===== src/rtl/hsched_pkg.sv =====
package hsched_pkg;

  // Fixed width of the round index, wide enough for 80 rounds.
  localparam int IDX_BITS = 7;

  // Strobes from control to datapath.
  typedef struct packed {
    logic loadWin;   // capture a fresh block into the window
    logic shiftWin;  // slide the window by one word
  } schedCmd_t;

  function automatic int roundsFor(input int wordBits);
    return (wordBits == 64) ? 80 : 64;
  endfunction

endpackage


===== src/rtl/hsched_ctrl.sv =====
module hsched_ctrl
  import hsched_pkg::*;
#(
  parameter int ROUNDS = 64
) (
  input  logic                clk,
  input  logic                rst_n,
  input  logic                loadStb,
  input  logic                advance,
  output schedCmd_t           cmd,
  output logic [IDX_BITS-1:0] roundIdx,
  output logic                active,
  output logic                done
);

  localparam logic [IDX_BITS-1:0] LAST_ROUND = IDX_BITS'(ROUNDS - 1);

  logic [IDX_BITS-1:0] roundQ;
  logic                activeQ;
  logic                doneQ;
  logic                stepOk;
  logic                atLast;

  assign atLast = (roundQ == LAST_ROUND);
  assign stepOk = activeQ && advance && !loadStb;

  always_comb begin
    cmd          = '0;
    cmd.loadWin  = loadStb;
    cmd.shiftWin = stepOk && !atLast;
  end

  always_ff @(posedge clk) begin
    if (!rst_n) begin
      roundQ  <= '0;
      activeQ <= 1'b0;
      doneQ   <= 1'b0;
    end else if (loadStb) begin
      roundQ  <= '0;
      activeQ <= 1'b1;
      doneQ   <= 1'b0;
    end else if (stepOk) begin
      if (atLast) begin
        activeQ <= 1'b0;
        doneQ   <= 1'b1;
      end else begin
        roundQ <= roundQ + 1'b1;
      end
    end
  end

  assign roundIdx = roundQ;
  assign active   = activeQ;
  assign done     = doneQ;

  AST_IDX_STEP: assert property (@(posedge clk) disable iff (!rst_n)
    (activeQ && advance && !loadStb && roundQ != LAST_ROUND) |=> (roundQ == $past(roundQ) + 1'b1));

  AST_IDX_HOLD: assert property (@(posedge clk) disable iff (!rst_n)
    (activeQ && !advance && !loadStb) |=> $stable(roundQ));

  AST_FINISH: assert property (@(posedge clk) disable iff (!rst_n)
    (activeQ && advance && !loadStb && roundQ == LAST_ROUND) |=> (doneQ && !activeQ));

  AST_IDLE_STAYS: assert property (@(posedge clk) disable iff (!rst_n)
    (doneQ && !loadStb) |=> (doneQ && !activeQ));

  AST_RESTART: assert property (@(posedge clk) disable iff (!rst_n)
    loadStb |=> (activeQ && !doneQ && roundQ == '0));

  AST_NOT_BOTH: assert property (@(posedge clk) disable iff (!rst_n)
    !(activeQ && doneQ));

endmodule


===== src/rtl/hsched_dp.sv =====
module hsched_dp
  import hsched_pkg::*;
#(
  parameter int WB = 32
) (
  input  logic             clk,
  input  logic             rst_n,
  input  schedCmd_t        cmd,
  input  logic [16*WB-1:0] blockIn,
  output logic [WB-1:0]    wordOut
);

  localparam int DEPTH = 16;

  // Sigma amounts picked by word width.
  localparam int S0_RA = (WB == 64) ? 1  : 7;
  localparam int S0_RB = (WB == 64) ? 8  : 18;
  localparam int S0_SH = (WB == 64) ? 7  : 3;
  localparam int S1_RA = (WB == 64) ? 19 : 17;
  localparam int S1_RB = (WB == 64) ? 61 : 19;
  localparam int S1_SH = (WB == 64) ? 6  : 10;

  function automatic logic [WB-1:0] rotr(input logic [WB-1:0] x, input int n);
    return (x >> n) | (x << (WB - n));
  endfunction

  logic [WB-1:0] win [DEPTH];
  logic [WB-1:0] sigLo;
  logic [WB-1:0] sigHi;
  logic [WB-1:0] newWord;

  // win[k] holds W(i+k) for current round i.
  generate
    if (WB == 32 || WB == 64) begin : g_sigma
      assign sigLo = rotr(win[1], S0_RA) ^ rotr(win[1], S0_RB) ^ (win[1] >> S0_SH);
      assign sigHi = rotr(win[14], S1_RA) ^ rotr(win[14], S1_RB) ^ (win[14] >> S1_SH);
    end else begin : g_bad_width
      initial $error("hsched_dp: word width must be 32 or 64");
      assign sigLo = '0;
      assign sigHi = '0;
    end
  endgenerate

  assign newWord = sigHi + win[9] + sigLo + win[0];

  always_ff @(posedge clk) begin
    if (!rst_n) begin
      for (int k = 0; k < DEPTH; k++) win[k] <= '0;
    end else if (cmd.loadWin) begin
      for (int k = 0; k < DEPTH; k++) win[k] <= blockIn[k*WB +: WB];
    end else if (cmd.shiftWin) begin
      for (int k = 0; k < DEPTH - 1; k++) win[k] <= win[k+1];
      win[DEPTH-1] <= newWord;
    end
  end

  assign wordOut = win[0];

  AST_LOAD_FIRST: assert property (@(posedge clk) disable iff (!rst_n)
    cmd.loadWin |=> (wordOut == $past(blockIn[WB-1:0])));

  AST_SLIDE: assert property (@(posedge clk) disable iff (!rst_n)
    (cmd.shiftWin && !cmd.loadWin) |=> (wordOut == $past(win[1])));

  AST_WORD_HOLD: assert property (@(posedge clk) disable iff (!rst_n)
    (!cmd.shiftWin && !cmd.loadWin) |=> $stable(wordOut));

endmodule


===== src/rtl/hsched_top.sv =====
module hsched_top
  import hsched_pkg::*;
#(
  parameter int WORD_BITS = 32
) (
  input  logic                    clk,
  input  logic                    rst_n,
  input  logic                    loadStb,
  input  logic [16*WORD_BITS-1:0] blockIn,
  input  logic                    advance,
  output logic [WORD_BITS-1:0]    wordOut,
  output logic [IDX_BITS-1:0]     roundIdx,
  output logic                    wordValid,
  output logic                    done
);

  localparam int ROUNDS = roundsFor(WORD_BITS);

  schedCmd_t cmd;

  hsched_ctrl #(.ROUNDS(ROUNDS)) ctrl_i (
    .clk      (clk),
    .rst_n    (rst_n),
    .loadStb  (loadStb),
    .advance  (advance),
    .cmd      (cmd),
    .roundIdx (roundIdx),
    .active   (wordValid),
    .done     (done)
  );

  hsched_dp #(.WB(WORD_BITS)) dp_i (
    .clk     (clk),
    .rst_n   (rst_n),
    .cmd     (cmd),
    .blockIn (blockIn),
    .wordOut (wordOut)
  );

  AST_RESET_IDLE: assert property (@(posedge clk)
    !rst_n |=> (!wordValid && !done && roundIdx == '0));

endmodule


===== config.mk =====
export PLATFORM = sky130hd
export DESIGN_NAME = hsched_top
export DESIGN_NICKNAME = d
export VERILOG_FILES = /design/src/rtl/hsched_pkg.sv /design/src/rtl/hsched_ctrl.sv /design/src/rtl/hsched_dp.sv /design/src/rtl/hsched_top.sv
export SDC_FILE = /design/constraint.sdc
export NUM_CORES = 1
export LEC_CHECK = 0
export CORE_ASPECT_RATIO = 0.75
export CORE_UTILIZATION = 34
export DETAILED_ROUTE_END_ITERATION = 8
export DONT_BUFFER_PORTS = 1
export PLACE_DENSITY = 0.45
export SLEW_MARGIN = 30
export SYNTH_ARGS = -nofsm -noshare
export SYNTH_HDL_FRONTEND = slang
export SYNTH_SLANG_ARGS = --single-unit

===== constraint.sdc =====
create_clock -name clk -period 14.76 [get_ports clk]
set_input_delay 2.214 -clock clk [delete_from_list [all_inputs] [get_ports clk]]
set_output_delay 2.214 -clock clk [all_outputs]
set_load 0.02 [all_outputs]

Yosys cells after proc, flatten, opt, wreduce, memory -nomap -nowiden:

Memory sizes are Yosys's and may differ from the RTL's.
Cells that the tools add are included.
Widths: inputs -> output; s select.

* bits in registers: 9
* RAM bits: 512
* output and inout bits: 41
* memories kept: 1

Memories
* dp_i.win: words 16, bits a word 32, rd ports 16, clocked after memory_dff 0, write ports 16, RTL line hsched_dp.sv:27 `logic [WB-1:0] win [DEPTH];`

* add/sub/neg operators: 4
* equality and inequality tests: 1
* muxes and demuxes: 43
* bitwise operators: 42
* reduce and logical (&&, ||, !) cells: 11

Operators with widths (number)
* $mux 32: 32
* $add 32x32->32: 3
* $xor 32x32->32: 2
* $or 1x1->1: 32
* $or 13x32->32: 1
* $or 14x32->32: 1
* $or 15x32->32: 1
* $or 25x32->32: 1
* $xor 32x22->32: 1
* $xor 32x29->32: 1
* $mux 1: 11
* $add 7x1->7 const B: 1
* $eq 7x6->1 const B: 1
* $reduce_and 2->1: 3
* $reduce_bool 2->1: 2
* $logic_and 1x1->1: 3
* $logic_not 1->1: 2
* $not 1->1: 2
* $reduce_or 2->1: 1

Depth between registers and ports, before layout:

Gate-level depths: netlist (run 1).

* depth in word-level cells: 8
* mapped depth: 16
* depth with buffers taken out: 16

Hierarchy:

Synthesis (run 1) repeated with hierarchy kept, for this count alone.

* cells, all modules: 1889
* area total of the unflattened synthesis: 25803.5 um2

By module, submodules not included
* hsched_dp: times used 1, cells each 1840, area each 25335.5 um2, seq. area each 15374.7 um2
* hsched_ctrl: times used 1, cells each 49, area each 467.9 um2, seq. area each 180.2 um2

Least setup slack after synthesis (run 1):

Ideal clock, no wire load.

* kind: input to register
* from: input loadStb
* to: memory dp_i.win[0][0] (enable)
* arrival time: 7.776 ns
* slack: 6.377 ns
* stages on the path: 5
* buffers on the path: 1
* path through: and3b_1 -> o21a_1 -> buf_2 -> nor2_1 -> inv_1

RTL lines
* from (decl): RTL line hsched_top.sv:8 `input logic loadStb,`
* to (decl): RTL line hsched_dp.sv:27

==> results of run 1 <==
registers in the layout, summed over array words and instances (netlist names):
signal / cells
ctrl_i.active: 1
ctrl_i.done: 1
ctrl_i.roundIdx: 7
dp_i.win: 512
final cells by class:
class | instances | area (µm²) | share of cell area (%)
Sequential cell | 521 | 15600 | 54.1
Multi-Input combinational cell | 1317 | 9310 | 32.4
Clock buffer | 65 | 1460 | 5.06
Tap cell | 1023 | 1280 | 4.45
Inverter | 153 | 594 | 2.07
Clock inverter | 37 | 327 | 1.14
Timing Repair Buffer | 18 | 224 | 0.779
Antenna cell | 7 | 17.5 | 0.0609
logic make-up after synthesis:
group	after synthesis	share of synthesized area [%]
and+or+nand+nor	466	7.26
AOI/OAI and AO/OA	619	17.5
DFF	521	59.9
adders and majority gates	94	6.32
xor gates and xnor gates	138	4.65
buffers and inverters	297	4.36
layout by cell type (no fill, tap or decap), types with 13 or more instances in the layout:
cell       instances
nor2_1            28
clkinv_1          14
a21oi_1          199
clkbuf_16         57
xor2_1            19
xnor2_1          119
o21ai_0           31
nand3_1           14
nand2_1          378
a21o_1            13
a22o_1           321
ha_1              32
fa_1              62
inv_1            150
edfxtp_1         512
final timing paths:
path                         from               end  slack [ps]  cells after the start
hold / removal    dp_i.win[6][12]   dp_i.win[5][12]         530                      1
setup reg to reg  dp_i.win[1][19]  dp_i.win[15][29]        9840                     16
setup / recovery          loadStb    dp_i.win[6][6]        9780                      6
hold reg to reg   dp_i.win[6][12]   dp_i.win[5][12]         530                      1
worst max-delay path, stage by stage:
cell,delay [ps]
and3b_1,300
o21a_4,320
nor2_1,270
inv_8,490
buf_4,740
buf_6,630
power breakdown:
part | internal, mW | leakage (nW) | switching (mW)
clock network | 0.794 | 0.883 | 0.619
registers | 1.77 | 5.71 | 0.128
logic | 0.505 | 4.45 | 0.815
metal layers:
metal  vias to the layer above  GRT usage [%]  share of wire (%)
met1                      8456           31.7                 43
met5                         -              0               0.26
met3                       126           9.59                 10
met2                       585           35.8                 45
met4                        36           4.85                1.6
li1                       7661              -                  -
through the flow:
step	area, µm²	setup WS [ps]	utilization, %	hold slack, ps
after floorplan	26000	6380	-	512
after global placement	26900	8940	35.7	513
after detailed placement	26900	8910	35.7	517
after CTS	28700	9590	38.1	532
after global routing	28800	9620	38.2	544
final	28800	9780	38.2	530
==> impl_table.tex, run 1 <==
\begin{tabular}{lr}
\hline
Metric & Value \\
\hline
\multicolumn{2}{l}{\textbf{Worst hold path}} \\
Type of the worst min-delay path & register to register \\
\multicolumn{2}{l}{\textbf{Synth}} \\
Area fraction of the dominant cell type after synthesis & 59.2\% \\
Main synth FF type & edfxtp\_1 \\
Total standard cell area after synthesis & 0.0260 mm² \\
Gate count of the mapped netlist & 2135 \\
Synth Net Count & 2745 \\
Post-synth cell types & 54 \\
Biggest area consumer among synthesized cells & edfxtp\_1 \\
Top cells by area, synth & edfxtp\_1, a22o\_1, nand2\_1 \\
Number of enable-type register cells in the synthesized netlist & 512 \\
Count leader, synth & edfxtp\_1 \\
Number of register bits inferred by synthesis & 521 \\
Async set-reset flop share out of synthesis & 0\% \\
Yosys Warn Count & 0 \\
Leading post-synthesis cells by instance count & edfxtp\_1, nand2\_1, a22o\_1 \\
Mean instance size in the synthesized netlist & 12.2 µm² \\
Proportion of synthesized chip area in sequential cells & 59.9\% \\
\multicolumn{2}{l}{\textbf{GRT}} \\
Number of antenna violations at the first check in global routing & 25 \\
Global-route wire length before repair & 127000 µm \\
Grt ovf & 0 \\
Pin count of the biggest net entering global routing & 198 \\
Overall global routing resource usage & 23.6\% \\
Vias in the first global route & 16.7k \\
\multicolumn{2}{l}{\textbf{Routing}} \\
Violation count after the first detailed-routing iteration & 1699 \\
Via density & 5.37 \\
\# DRC & 0 \\
Total via count in the routed design & 16.9k \\
Post-route ant nets & 0 \\
Routed len/inst & 30.1 µm \\
First-pass DRT Iterations & 7 \\
Routed wire length & 94500 µm \\
\multicolumn{2}{l}{\textbf{Clock network}} \\
Clock transition at path regs & 60 ps \\
Inserted Clock Buffers & 56 \\
Post-cts hold buffer count & 0 \\
Clock tree from TritonCTS & done \\
Total number of clock tree sinks & 521 \\
Max clock buf depth & 3 \\
Resized cells post-CTS & 0 \\
Setup Buffers After CTS & 0 \\
H-tree levels & 2 \\
Worst-skew pair later-pin latency & 620 ps \\
Cell chosen for the clock root & clkbuf\_16 \\
\multicolumn{2}{l}{\textbf{Cells and area}} \\
Number of filler instances in the final layout & 7414 \\
Synth-to-layout area growth & 10.8\% \\
Post-layout nets & 2677 \\
Share of layout cells above drive strength 1 & 5.45\% \\
Non-Filler Instances & 3141 \\
\multicolumn{2}{l}{\textbf{Setup path}} \\
Setup CP Type & input port to register \\
Worst EP arrival & 5230 ps \\
Worst setup EP type & register \\
Sort of element at the start of the critical path & input port \\
Crit path max fanout & 89 \\
Required time at the endpoint of the critical path & 15010 ps \\
\multicolumn{2}{l}{\textbf{STA}} \\
Pins Over Slew Limit & 0 \\
Normalized max-slew margin & 27.3\% \\
Sum of negative setup slack & 0 ps \\
Count of final setup violators & 0 \\
Setup repair after global routing missed its margin & false \\
Fin Clk Skew & 14.5 ps \\
Slew at the pin closest to its max-slew limit & 1090 ps \\
Period Utilization, post-route & 33.7\% \\
Final Hold Fails & 0 \\
Min Tclk post-route & 4980 ps \\
Highest clock frequency the design can meet & 0.201 GHz \\
\multicolumn{2}{l}{\textbf{Die}} \\
Effective utilization at floorplan & 34.5\% \\
Row count & 87 \\
Die height & 241 µm \\
Area of the die & 0.0775 mm² \\
Floorplan die width & 321 µm \\
Total core area & 0.0753 mm² \\
Number of top-level pins & 557 \\
\multicolumn{2}{l}{\textbf{Power and ir drop}} \\
Total power draw & 4.63 mW \\
Leakage power & 11.0 nW \\
Max rail drop VDD & 99.2 µV \\
P per Cell Area & 161 mW/mm² \\
\multicolumn{2}{l}{\textbf{Placement}} \\
IO buf count & 0 \\
Post-detailed-placement half-perimeter wirelength & 70800 µm \\
Final GP Congestion & 0.891 \\
Number of instances in the placed design & 3030 \\
\multicolumn{2}{l}{\textbf{Status}} \\
Run status & complete, no violations \\
\multicolumn{2}{l}{\textbf{Flow run}} \\
Max-Cap Viols & 0 \\
\hline
\end{tabular}
(Power assumes the default switching activity.)
==> inputs of run 2 (changes only) <==
==> constraint.sdc (replaced) <==
create_clock -name clk -period 4.8 [get_ports clk]
set_input_delay 0.72 -clock clk [delete_from_list [all_inputs] [get_ports clk]]
set_output_delay 0.72 -clock clk [all_outputs]
set_load 0.02 [all_outputs]
==> impl_table.tex, run 2 (synthesis gave the netlist of run 1 again) <==
\begin{tabular}{lr}
\hline
Metric & Value \\
\hline
\multicolumn{2}{l}{\textbf{Flow run}} \\
Max-Cap Viols & 0 (unchanged) \\
\multicolumn{2}{l}{\textbf{Setup path}} \\
Worst setup EP type & register \\
Longest individual stage delay on the worst path & 530 ps (-210 ps) \\
Number of buffers and inverters on the critical path & 2 (-1) \\
Worst EP arrival & 4880 ps (-350 ps) \\
Cells traversed along the worst timing path & xnor2\_1, xnor2\_1, fa\_1, inv\_1, fa\_1, inv\_1, ha\_1, and3\_1, nand2\_1, a21oi\_4, o2111ai\_4, a2111oi\_4, o21ai\_1, a32o\_1 \\
Gate family responsible for the most delay along the worst path & adder cells \\
Slowest CP cell & fa\_1 \\
Crit Reg-Reg Startpoint & dp\_i.win[1][25] \\
Worst-case reg-to-reg path depth & 14 (-2) \\
Number of cells on the critical path & 14 (+8) \\
Crit path max fanout & 6 (-93\%) \\
Sort of element at the start of the critical path & register \\
Critical path origin & dp\_i.win[1][25] \\
Setup CP Type & register to register \\
Required time at the endpoint of the critical path & 5170 ps (-9840 ps) \\
\multicolumn{2}{l}{\textbf{Routing}} \\
\# DRC & 0 (unchanged) \\
Routed len/inst & 30.9 µm (+2.7\%) \\
Total via count in the routed design & 17.1k (+1.5\%) \\
First-pass DRT Iterations & 6 (-1) \\
Violation count after the first detailed-routing iteration & 1945 (+14\%) \\
Via density & 5.43 (+1.1\%) \\
Routed wire length & 97600 µm (+3.2\%) \\
Post-route ant nets & 0 (unchanged) \\
\multicolumn{2}{l}{\textbf{Clock network}} \\
Worst-skew pair later-pin latency & 650 ps (+30 ps) \\
Total number of clock tree sinks & 521 (unchanged) \\
Clock tree from TritonCTS & done \\
Post-cts hold buffer count & 0 (unchanged) \\
Clock transition at path regs & 60 ps (about the same) \\
Inserted Clock Buffers & 56 (unchanged) \\
H-tree levels & 2 (unchanged) \\
Cell chosen for the clock root & clkbuf\_16 \\
Max clock buf depth & 3 (unchanged) \\
\multicolumn{2}{l}{\textbf{GRT}} \\
Pin count of the biggest net entering global routing & 187 (-5.6\%) \\
Vias in the first global route & 17.1k (+2.5\%) \\
Number of antenna violations at the first check in global routing & 30 (+20\%) \\
Grt ovf & 0 (unchanged) \\
Global-route wire length before repair & 131000 µm (+3.5\%) \\
Overall global routing resource usage & 24.4\% (+0.83 points) \\
\multicolumn{2}{l}{\textbf{Power and ir drop}} \\
Total power draw & 14.4 mW (+210\%) \\
Relative contribution of combinational cells to total power & 30.0\% (+1.5 points) \\
P per Cell Area & 496 mW/mm² (+210\%) \\
Internal power of the cells & 9.44 mW (+210\%) \\
Leakage power & 11.1 nW (+0.67\%) \\
Switching fraction of total power & 34.4\% (+0.71 points) \\
Switching power total & 4.96 mW (+220\%) \\
Part of the power in registers & 40.0\% (-1.0 points) \\
Clock power share & 30.0\% (-0.5 points) \\
Max rail drop VDD & 263 µV (+160\%) \\
\multicolumn{2}{l}{\textbf{Cells and area}} \\
Post-route cell area & 0.0290 mm² (+0.86\%) \\
Storage element area & 0.0156 mm² (about the same) \\
Synth-to-layout area growth & 11.7\% \\
Area of combinational cells with multiple inputs & 0.00938 mm² (+0.78\%) \\
Share of layout cells above drive strength 1 & 6.82\% (+1.4 points) \\
Max reg flops & 512 (unchanged) \\
Number of filler instances in the final layout & 7306 (-1.5\%) \\
Post-layout nets & 2693 (+0.60\%) \\
Register ranked first by flip-flop count & dp\_i.win \\
Top library cells by usage in the layout, fill and taps aside & edfxtp\_1, nand2\_1, a22o\_1 \\
Most common library cell in the layout ignoring fill and taps & edfxtp\_1 \\
\multicolumn{2}{l}{\textbf{STA}} \\
Count of final setup violators & 0 (unchanged) \\
Fin Clk Skew & 37.0 ps (+22.4 ps) \\
Normalized max-slew margin & 37.8\% (+11 points) \\
Smallest hold slack & 260 ps (-270 ps) \\
Setup repair after global routing missed its margin & false \\
Highest clock frequency the design can meet & 0.222 GHz \\
Pins Over Slew Limit & 0 (unchanged) \\
Min Tclk post-route & 4510 ps \\
Period Utilization, post-route & 94.0\% \\
Slew at the pin closest to its max-slew limit & 933 ps (-158 ps) \\
Final Hold Fails & 0 (unchanged) \\
\multicolumn{2}{l}{\textbf{Worst hold path}} \\
Startpoint of the tightest hold check path & rst\_n \\
Type of the worst min-delay path & input port to register \\
Hold Crit Depth & 2 (+1) \\
\multicolumn{2}{l}{\textbf{Placement}} \\
IO buf count & 0 (unchanged) \\
Post-detailed-placement half-perimeter wirelength & 74700 µm (+5.5\%) \\
Area after DPL & 0.0272 mm² (+0.99\%) \\
Final GP Congestion & 0.945 (+6.0\%) \\
\multicolumn{2}{l}{\textbf{Die}} \\
Floorplan die width & 321 µm (unchanged) \\
Effective utilization at floorplan & 34.5\% (unchanged) \\
Die height & 241 µm (unchanged) \\
Number of top-level pins & 557 (unchanged) \\
Row count & 87 (unchanged) \\
Area of the die & 0.0775 mm² (unchanged) \\
Total core area & 0.0753 mm² (unchanged) \\
\multicolumn{2}{l}{\textbf{Status}} \\
Run status & complete, no violations \\
\hline
\end{tabular}
==> run 2: cell types whose count changed in the layout (fill, tap and decap cells not counted), sizes merged <==
cell,delta
buf,+16
clkinvlp,+9
clkinv,-7
inv,-5
clkbuf,+4
bufinv,-1
diode,-1
==> run 2: layout make-up <==
class	count	share of cell area (%)
inverters	153	2.02
multi-input cells	1317	32.3
flip-flops and latches	521	53.6
clock buffers	69	5.07
repair buffers	34	1.41
well taps	1023	4.41
diodes	6	0.0518
clock inverters	33	1.04
==> run 2: per-layer routing <==
layer	share of wire (%)	up-vias	global-route usage, %
li1	-	7702	-
met1	43	8602	32.8
met2	44	637	35.9
met3	11	139	11.1
met4	1.9	44	5.73
met5	0.27	-	0.185
==> run 2: repair_timing <==
item                                    4_1_cts  5_1_grt
endpoints found under the setup margin        0        3
resized for setup                             0        5
setup buffers                                 0        0
==> run 2: power groups by stage <==
| stage | registers (mW) | clock network, mW | logic, mW |
|---|---|---|---|
| 6_report | 5.76 | 4.32 | 4.31 |
| 5_1_grt | 5.79 | 4.59 | 4.76 |
| 4_1_cts | 5.75 | 4.42 | 4.30 |
| 3_5_place_dp | 5.84 | 0 | 4.27 |
| 3_3_place_gp | 5.84 | 0 | 4.29 |
| 2_1_floorplan | 5.71 | 0 | 3.02 |
==> run 2: through the flow <==
step	setup TNS [ps]	worst slack, ps	utilization [%]	instances
3_5_place_dp	0	188	36.1	3047
5_1_grt	0	14.6	38.5	3151
4_1_cts	0	161	38.4	3149
6_report	0	290	38.5	3156
2_1_floorplan	-253660	-754	-	2135
3_3_place_gp	0	190	36.1	3047
==> run 2: final timing paths <==
| path | to | slack [ps] |
|---|---|---|
| max | dp_i.win[15][24] | 290 |
| min reg2reg | dp_i.win[6][10] | 530 |
| min | ctrl_i.active | 260 |
| max reg2reg | dp_i.win[15][24] | 290 |
==> run 2: worst register-to-register path, delay by kind of cell, from the launching register on <==
family | cells | cell delay, ps
compound gates | 5 | 1360
buf+inv | 2 | 90
fa+ha+maj | 3 | 1370
flops | 1 | 520
xor+xnor | 2 | 560
simple gates | 2 | 360
